[src/rtl/sfp_pkg.sv]
// Shared register addresses and control-field positions for the serial FIFO pair.
// Assumes byte addressing with 32-bit register words.
package sfp_pkg;
    localparam logic [7:0] ADDR_TXCTL = 8'h00;
    localparam logic [7:0] ADDR_RXCTL = 8'h04;
    localparam logic [7:0] ADDR_STAT  = 8'h08;
    localparam logic [7:0] ADDR_TXDAT = 8'h10;
    localparam logic [7:0] ADDR_RXDAT = 8'h14;

    localparam int CTL_EN_BIT    = 0;
    localparam int CTL_FLUSH_BIT = 1;
    localparam int CTL_LVL_LO    = 8;
    localparam int FIELD_W       = 6;

    localparam int STAT_RXFILL_LO = 0;
    localparam int STAT_TXFILL_LO = 8;
    localparam int STAT_TXFREE_LO = 24;
endpackage

[src/rtl/sfp_fifo.sv]
// Synchronous FIFO with a clear input. Clear has priority over push and pop.
// A push to a full FIFO and a pop from an empty one are ignored.
// Assumes DEPTH >= 2; the read data is the oldest entry and is undefined when empty.
module sfp_fifo #(
    parameter int DEPTH = 16,
    parameter int WIDTH = 8,
    localparam int PW = $clog2(DEPTH),
    localparam int CW = $clog2(DEPTH + 1)
) (
    input  logic             clk,
    input  logic             rst_n,
    input  logic             clr,
    input  logic             push,
    input  logic             pop,
    input  logic [WIDTH-1:0] wdata,
    output logic [WIDTH-1:0] rdata,
    output logic [CW-1:0]    count,
    output logic             full,
    output logic             empty
);
    logic [WIDTH-1:0] mem [DEPTH];
    logic [PW-1:0]    wp, rp;
    logic             do_push, do_pop;

    assign full    = (count == CW'(DEPTH));
    assign empty   = (count == '0);
    assign do_push = push && !full;
    assign do_pop  = pop && !empty;
    assign rdata   = mem[rp];

    function automatic logic [PW-1:0] step(input logic [PW-1:0] p);
        return (p == PW'(DEPTH - 1)) ? '0 : p + 1'b1;
    endfunction

    // Pointer and occupancy update, cleared by reset or clear.
    always_ff @(posedge clk) begin
        if (!rst_n || clr) begin
            wp    <= '0;
            rp    <= '0;
            count <= '0;
        end else begin
            if (do_push) wp <= step(wp);
            if (do_pop)  rp <= step(rp);
            count <= count + CW'(do_push) - CW'(do_pop);
        end
    end

    // Storage write for accepted pushes.
    always_ff @(posedge clk) begin
        if (do_push && !clr) mem[wp] <= wdata;
    end
endmodule

[src/rtl/sfp_ctl_reg.sv]
// One direction's control word: enable and trigger level are stored, flush is
// a strobe that never stores. The clear output asks the FIFO to empty on
// a flush write, on a write that disables, and for as long as it stays disabled.
module sfp_ctl_reg
    import sfp_pkg::*;
(
    input  logic               clk,
    input  logic               rst_n,
    input  logic               wr,
    input  logic [31:0]        wdata,
    output logic               en,
    output logic [FIELD_W-1:0] lvl,
    output logic               clr,
    output logic [31:0]        rdata
);
    // Stored enable and level.
    always_ff @(posedge clk) begin
        if (!rst_n) begin
            en  <= 1'b0;
            lvl <= '0;
        end else if (wr) begin
            en  <= wdata[CTL_EN_BIT];
            lvl <= wdata[CTL_LVL_LO +: FIELD_W];
        end
    end

    assign clr = (wr && (wdata[CTL_FLUSH_BIT] || !wdata[CTL_EN_BIT])) || !en;

    // Read-back view with flush reading as 0.
    always_comb begin
        rdata = '0;
        rdata[CTL_EN_BIT] = en;
        rdata[CTL_LVL_LO +: FIELD_W] = lvl;
    end
endmodule

[src/rtl/serial_fifo_pair.sv]
// Transmit and receive byte FIFOs for an asynchronous serial controller,
// with per-direction control words, a packed status word and level interrupts.
// Assumes single-cycle bus strobes and DEPTH <= 63 so counts fit the 6-bit fields.
module serial_fifo_pair
    import sfp_pkg::*;
#(
    parameter int DEPTH = 16,
    localparam int CW = $clog2(DEPTH + 1)
) (
    input  logic        clk,
    input  logic        rst_n,
    input  logic        bus_wr,
    input  logic        bus_rd,
    input  logic [7:0]  bus_addr,
    input  logic [31:0] bus_wdata,
    output logic [31:0] bus_rdata,
    output logic        tx_out_valid,
    input  logic        tx_out_ready,
    output logic [7:0]  tx_out_data,
    input  logic        rx_in_valid,
    output logic        rx_in_ready,
    input  logic [7:0]  rx_in_data,
    output logic        rx_overrun,
    output logic        tx_irq,
    output logic        rx_irq
);
    logic               tx_en, rx_en, tx_clr, rx_clr;
    logic [FIELD_W-1:0] tx_lvl, rx_lvl;
    logic [31:0]        tx_ctl_rd, rx_ctl_rd;
    logic [CW-1:0]      tx_cnt, rx_cnt, tx_free;
    logic               tx_full, tx_empty, rx_full, rx_empty;
    logic [7:0]         rx_head;
    logic               tx_push, rx_push, rx_pop;
    logic [31:0]        status;

    sfp_ctl_reg u_txctl (
        .clk(clk), .rst_n(rst_n),
        .wr(bus_wr && bus_addr == ADDR_TXCTL), .wdata(bus_wdata),
        .en(tx_en), .lvl(tx_lvl), .clr(tx_clr), .rdata(tx_ctl_rd)
    );

    sfp_ctl_reg u_rxctl (
        .clk(clk), .rst_n(rst_n),
        .wr(bus_wr && bus_addr == ADDR_RXCTL), .wdata(bus_wdata),
        .en(rx_en), .lvl(rx_lvl), .clr(rx_clr), .rdata(rx_ctl_rd)
    );

    assign tx_push = bus_wr && bus_addr == ADDR_TXDAT && tx_en;
    assign rx_push = rx_in_valid && rx_en;
    assign rx_pop  = bus_rd && bus_addr == ADDR_RXDAT;

    sfp_fifo #(.DEPTH(DEPTH), .WIDTH(8)) u_txq (
        .clk(clk), .rst_n(rst_n), .clr(tx_clr),
        .push(tx_push), .pop(tx_out_valid && tx_out_ready),
        .wdata(bus_wdata[7:0]), .rdata(tx_out_data),
        .count(tx_cnt), .full(tx_full), .empty(tx_empty)
    );

    sfp_fifo #(.DEPTH(DEPTH), .WIDTH(8)) u_rxq (
        .clk(clk), .rst_n(rst_n), .clr(rx_clr),
        .push(rx_push), .pop(rx_pop),
        .wdata(rx_in_data), .rdata(rx_head),
        .count(rx_cnt), .full(rx_full), .empty(rx_empty)
    );

    assign tx_out_valid = !tx_empty;
    assign rx_in_ready  = rx_en;
    assign rx_overrun   = rx_push && rx_full;
    assign tx_free      = tx_en ? (CW'(DEPTH) - tx_cnt) : '0;
    assign tx_irq       = tx_en && (FIELD_W'(tx_cnt) <= tx_lvl);
    assign rx_irq       = rx_en && (FIELD_W'(rx_cnt) >= rx_lvl);

    // Packed status word: receive fill, transmit fill, transmit free.
    always_comb begin
        status = '0;
        status[STAT_RXFILL_LO +: FIELD_W] = FIELD_W'(rx_cnt);
        status[STAT_TXFILL_LO +: FIELD_W] = FIELD_W'(tx_cnt);
        status[STAT_TXFREE_LO +: FIELD_W] = FIELD_W'(tx_free);
    end

    // Read data multiplexer; an empty receive queue reads as 0.
    always_comb begin
        case (bus_addr)
            ADDR_TXCTL: bus_rdata = tx_ctl_rd;
            ADDR_RXCTL: bus_rdata = rx_ctl_rd;
            ADDR_STAT:  bus_rdata = status;
            ADDR_RXDAT: bus_rdata = rx_empty ? 32'h0 : {24'h0, rx_head};
            default:    bus_rdata = 32'h0;
        endcase
    end
endmodule

[config.mk]
export PLATFORM = sky130hd
export DESIGN_NAME = serial_fifo_pair
export DESIGN_NICKNAME = d
export VERILOG_FILES = /design/src/rtl/sfp_pkg.sv /design/src/rtl/sfp_fifo.sv /design/src/rtl/sfp_ctl_reg.sv /design/src/rtl/serial_fifo_pair.sv
export SDC_FILE = /design/constraint.sdc
export NUM_CORES = 1
export LEC_CHECK = 0
export BUFFER_PORTS_ARGS = -buffer_cell sky130_fd_sc_hd__clkbuf_2
export CAP_MARGIN = 20
export CORE_MARGIN = 2
export CORE_UTILIZATION = 35
export DETAILED_ROUTE_END_ITERATION = 8
export GPL_TIMING_DRIVEN = 0
export PLACE_DENSITY = 0.61
export SYNTH_ARGS = -nofsm -noshare
export SYNTH_HDL_FRONTEND = slang
export SYNTH_HIERARCHICAL = 1
export SYNTH_SLANG_ARGS = --single-unit
[constraint.sdc]
create_clock -name clk -period 3.6 [get_ports clk]
set_input_delay 0.9 -clock clk [delete_from_list [all_inputs] [get_ports clk]]
set_output_delay 0.9 -clock clk [all_outputs]
set_load 0.02 [all_outputs]
==> results of run 1 <==
per-layer routing:
| metal | vias to the layer above | part of all wire | global-route usage |
|---|---|---|---|
| met1 | 3914 | 0.44 | 0.1896 |
| met2 | 153 | 0.50 | 0.2498 |
| met3 | 41 | 0.039 | 0.02327 |
| li1 | 3636 | - | - |
| met5 | - | 0 | 0 |
| met4 | 0 | 0.020 | 0.03285 |
through the flow:
stage / instances / utilization / power (W) / setup slack (ns)
after floorplan: 944 / - / 0.003968 / 0.2940
after global placement: 1529 / 0.3858 / 0.004038 / -0.3572
after detailed placement: 1529 / 0.3858 / 0.004044 / -0.3836
after CTS: 1592 / 0.4146 / 0.007168 / -0.1151
after global routing: 1599 / 0.4172 / 0.007335 / -0.1789
final: 1599 / 0.4172 / 0.007097 / -0.07220
layout by cell type (no fill, tap or decap), types with 31 or more instances in the layout:
master     count
inv_1         39
mux4_2        39
nor2_1        37
dfxtp_1       44
clkbuf_2      65
nand2_1       34
ha_1          32
buf_4         86
clkbuf_16     31
conb_1        50
a22oi_1       32
a21oi_1       35
and2_1        37
mux2i_1       38
edfxtp_1     256
power by group:
group | internal, W | total [W] | switching (W)
clock | 0.00185 | 0.00313 | 0.00128
sequential | 0.00381 | 0.00381 | 0.000000225
combinational | 0.0000682 | 0.000162 | 0.0000942
state kept, by name (all words and copies together), names as in the netlist, named ones only:
register     count
u_txctl/en       1
u_rxq/count      5
u_txq/count      5
u_txctl/lvl      6
u_rxctl/lvl      6
u_rxq/rp         4
u_txq/mem      128
u_txq/wp         4
u_rxq/wp         4
u_rxctl/en       1
u_rxq/mem      128
u_txq/rp         4
worst paths after layout:
path	end	slack (ns)
worst min-delay path	flip-flop	0.50
worst max-delay path	bus_rdata[6]	-0.07
worst min register to register	flip-flop	0.50
worst max register to register	u_txq/count[4]	0.30
repair_timing:
action	in CTS	in global routing
resized for setup	27	16
endpoints found under the setup margin	6	8
pin swaps	5	5
buffers inserted	11	7
area by class of cell:
cell class              count  area, µm²
clock buffers              37      798.3
fillers                  3580      22630
repair buffers             85      499.2
well taps                 518      648.1
multi-input cells         501       4492
clock inverters            16      182.7
inverters                  42      157.7
plain buffers              96      767.0
flip-flops and latches    304       8656
tightest hold or removal path, cell delays in order (launching register included):
cell and delay, ns:
dfxtp_1 0.32, nand2_1 0.06, a21oi_1 0.07
==> results.md, run 1 <==
* Worst hold path type: reg -> reg
* Area after DPL at 14980 µm²
* Gr usage total at 0.1438
* Total wire length at 29440 µm
* # rows at 72
* Root Driver: clkbuf_16
* DRT iter0 DRCs at 433
* Vias per cell at 4.843
* Deepest level of the CTS H-tree at 1
* Vias in the first global route at 7778
* Startpoint Class: flip-flop
* Slew Viols, Final at 0
* Cts hold-fix bufs at 0
* Worst flop-to-flop path startpoint: u_txq/count[3]
* R2R depth at 15
* CP peak stage delay at 0.56 ns
* Leak at 5.691 nW
* Drt drc at 0
* Sum Neg Setup Slack at -0.1892 ns
* Nets at 1149
* Dpl hpwl at 19970 µm
* Worst path cell trace: buf_6 -> buf_12 -> mux4_1 -> a22oi_2 -> nand2_2 -> a222oi_1 -> inv_1 -> buf_4
* Crit Path Category: reg -> out
* Layout cell share with drive strength beyond 1 at 0.2720
* Clk_lat worst skew at 0.56 ns
* Final setup fails at 3
* First-pass GRT wire length at 45080 µm
* Actual slew at the worst max-slew pin at 0.7378 ns
* Area delta synth->final at 17.26%
* Via count at 7744
* Remaining antenna violation count at 0
* Max frequency at 272.3 MHz
* Max-Cap Viols at 0
* WP data arrival at 2.77 ns
* WHS Path Cells at 2
* Reg clk slew, reported paths at 0.06 ns
* Slowest-stage cell, CP: mux4_1
* Required time worst endpoint at 2.70 ns
* Outcome: complete, but fails checks
* # diodes at 0
* Post-synthesis cell count at 896
* RSZ-0062 raised after global routing: yes
* Largest net degree at the start of global routing at 21
* Maximum clock path buffer count at 3
* Period minus WS final at 3.672 ns
* Router iterations before antenna repair at 5
* GPL Wtd Cong at 0.7759
* # IOs at 99
* Core area at 38830 µm²
* Die height at 202.7 µm
* TritonCTS clock tree: yes
* Grt ovf at 0
* Levels on crit path at 8
* Relative slew slack at 0.5063
* DIE WIDTH at 202.7 µm
* Hold_ws at 0.5016 ns
* Buffers on Ports at 67
* Post-route setup slack at -0.07220 ns
* Fin crit share at 1.020
* CP max FO at 6
* Avg Cell Area, Syn at 15.42 µm²
* Hold wc startpoint: u_rxq/rp[1]
* Finished Cell Area at 16200 µm²
* Num CTS Buffers at 30
* Final hold vios at 0
* Avg WL per Cell at 18.41 µm
* Cell family with most CP delay: compound AO/OA/AOI/OAI gates
* Antenna violations before repair at 0
* Die ar. at 41080 µm²
* Initial Util at 0.3558
* Worst Skew at 0.01243 ns
* Buf+Inv Stages, Crit Path at 4
* Yosys warnings at 6
* Netlist Area Pre-Place at 13820 µm²
* Failing checks: setup timing
* Peak supply drop at 0.0003881 V
* Clk sinks at 304
* Critical Path End Type: output port
* Cell Pwr Density at 438.1 nW/µm²
Note: power is estimated with default switching activity, not from simulation.
==> inputs of run 2 (changes only) <==
MAX_ROUTING_LAYER = met4   (was default)
==> results.md, run 2 (same netlist as run 1, synthesis figures left out) <==
* Outcome: complete, but fails checks
* Failing checks: setup timing
* RSZ-0062 raised after global routing: yes
* # rows at 72 (unchanged)
* GPL Wtd Cong at 0.7865 (+1.4%)
* Die ar. at 41080 µm² (unchanged)
* Via count at 7704 (-0.52%)
* Layout cell share with drive strength beyond 1 at 0.2720 (unchanged)
* R2R depth at 15 (unchanged)
* Actual slew at the worst max-slew pin at 0.7439 ns (+0.006079 ns)
* Final setup fails at 3 (unchanged)
* Max frequency at 270.7 MHz (-0.59%)
* Avg WL per Cell at 18.35 µm (-0.31%)
* Maximum clock path buffer count at 3 (unchanged)
* Num CTS Buffers at 30 (unchanged)
* Gr usage total at 0.1483 (+0.004473)
* Top flop regs: u_rxq/mem (128), u_txq/mem (128)
* Critical Path End Type: output port
* Dpl cells at 1529 (unchanged)
* Required time worst endpoint at 2.70 ns (about the same)
* Drt drc at 0 (unchanged)
* Fin crit share at 1.026 (+0.006067)
* Vias per cell at 4.818 (-0.52%)
* Largest net degree at the start of global routing at 21 (unchanged)
* Area after DPL at 14980 µm² (unchanged)
* Cell Pwr Density at 437.9 nW/µm² (about the same)
* First-pass GRT wire length at 45130 µm (+0.12%)
* Period minus WS final at 3.694 ns (+0.02184 ns)
* Post-route setup slack at -0.09404 ns (-0.02184 ns)
* Worst Skew at 0.01230 ns (-0.0001315 ns)
* Relative slew slack at 0.5023 (-0.004068)
* Final design utilization at 0.4172 (unchanged)
* Int Pwr at 0.005726 W (about the same)
* # diodes at 0 (unchanged)
* Area delta synth->final at 17.26% (unchanged)
* Worst hold path type: reg -> reg
* Root Driver: clkbuf_16
* Peak supply drop at 0.0003876 V (-0.13%)
* Vias in the first global route at 7776 (-0.026%)
* Leak at 5.691 nW (unchanged)
* Crit Path Category: reg -> out
* Finished Cell Area at 16200 µm² (unchanged)
* Grt ovf at 0 (unchanged)
* Initial Util at 0.3558 (unchanged)
* Startpoint Class: flip-flop
* # IOs at 99 (unchanged)
* Remaining antenna violation count at 0 (unchanged)
* Clk sinks at 304 (unchanged)
* Clk_lat worst skew at 0.56 ns (about the same)
* Reg clk slew, reported paths at 0.06 ns (about the same)
* Max-Cap Viols at 0 (unchanged)
* Sw Share at 0.1929 (-0.0002418)
* Buffers on Ports at 67 (unchanged)
* Dpl hpwl at 19970 µm (unchanged)
* Nets at 1149 (unchanged)
* DIE WIDTH at 202.7 µm (unchanged)
* WP data arrival at 2.79 ns (+0.02 ns)
* Total wire length at 29350 µm (-0.31%)
* NetSw at 0.001369 W (-0.16%)
* Leading cell types in the layout, fill and taps excluded: 256 x edfxtp_1, 86 x buf_4, 65 x clkbuf_2, 50 x conb_1, 44 x dfxtp_1
* Deepest level of the CTS H-tree at 1 (unchanged)
* Core area at 38830 µm² (unchanged)
* Clock power share at 0.440 (about the same)
* Sequential Power Share at 0.537 (about the same)
* Final hold vios at 0 (unchanged)
* Hold_ws at 0.5004 ns (-0.001139 ns)
* Router iterations before antenna repair at 4 (-1)
* Logic pwr share at 0.023 (about the same)
* DRT iter0 DRCs at 428 (-1.2%)
* Slew Viols, Final at 0 (unchanged)
* Most common cell after layout, fill and taps aside: edfxtp_1
* Antenna violations before repair at 0 (unchanged)
* Die height at 202.7 µm (unchanged)
* WHS Path Cells at 2 (unchanged)
* Cts hold-fix bufs at 0 (unchanged)
* TritonCTS clock tree: yes
* Design Power at 0.007095 W (about the same)
* CP max FO at 6 (unchanged)
* Post-Layout Cell Count at 1599 (unchanged)
[run 2: what timing repair did]
| action | in CTS | in global routing |
|---|---|---|
| buffers inserted | 11 | 7 |
| resized for setup | 27 | 16 |
| cloned | 0 | 0 |
| pin swaps | 5 | 5 |
| setup endpoints to repair | 6 | 8 |
[run 2: through the flow]
step	setup TNS, ns	worst slack, ns
after floorplan	0	0.2940
after global placement	-4.943	-0.3572
after detailed placement	-6.654	-0.3836
after CTS	-0.3102	-0.1151
after global routing	-0.6919	-0.1789
final	-0.2382	-0.09404
[run 2: area by class of cell]
cell class                 count  area [µm²]
sequential                   304        8656
tap                          518       648.1
timing repair buffer          85       499.2
multi-input combinational    501        4492
buffer                        96       767.0
inverter                      42       157.7
clock buffer                  37       798.3
clock inverter                16       182.7
fill                        3580       22630
[run 2: routing by layer]
metal / share of wire / track usage / vias to the layer above / routed length, µm
met5: 0 / - / - / 0
met4: 0.018 / 0.03285 / 0 / 520
met3: 0.041 / 0.02295 / 37 / 1199
met2: 0.50 / 0.2498 / 135 / 14760
met1: 0.44 / 0.1901 / 3893 / 12860
li1: - / - / 3639 / -
[run 2: critical path, stage by stage, from the launching register on]
cell and delay, ns:
dfxtp_2 0.32, buf_6 0.13, buf_12 0.12, mux4_1 0.56
a22oi_2 0.21, nand2_2 0.10, a222oi_1 0.48, inv_1 0.12
buf_4 0.19
[run 2: final timing paths]
path                        from             end  slack [ns]
hold / removal       u_rxq/rp[1]     u_rxq/rp[1]        0.50
hold reg to reg      u_rxq/rp[1]     u_rxq/rp[1]        0.50
setup / recovery       flip-flop    bus_rdata[6]       -0.09
setup reg to reg  u_txq/count[3]  u_txq/count[4]        0.30
[run 2: power groups by stage]
stage                     registers, W  logic (W)  clock network [W]
after floorplan                0.00389  0.0000827                  0
after global placement         0.00388   0.000154                  0
after detailed placement       0.00388   0.000159                  0
after CTS                      0.00381   0.000160            0.00320
after global routing           0.00381   0.000181            0.00335
final                          0.00381   0.000163            0.00312
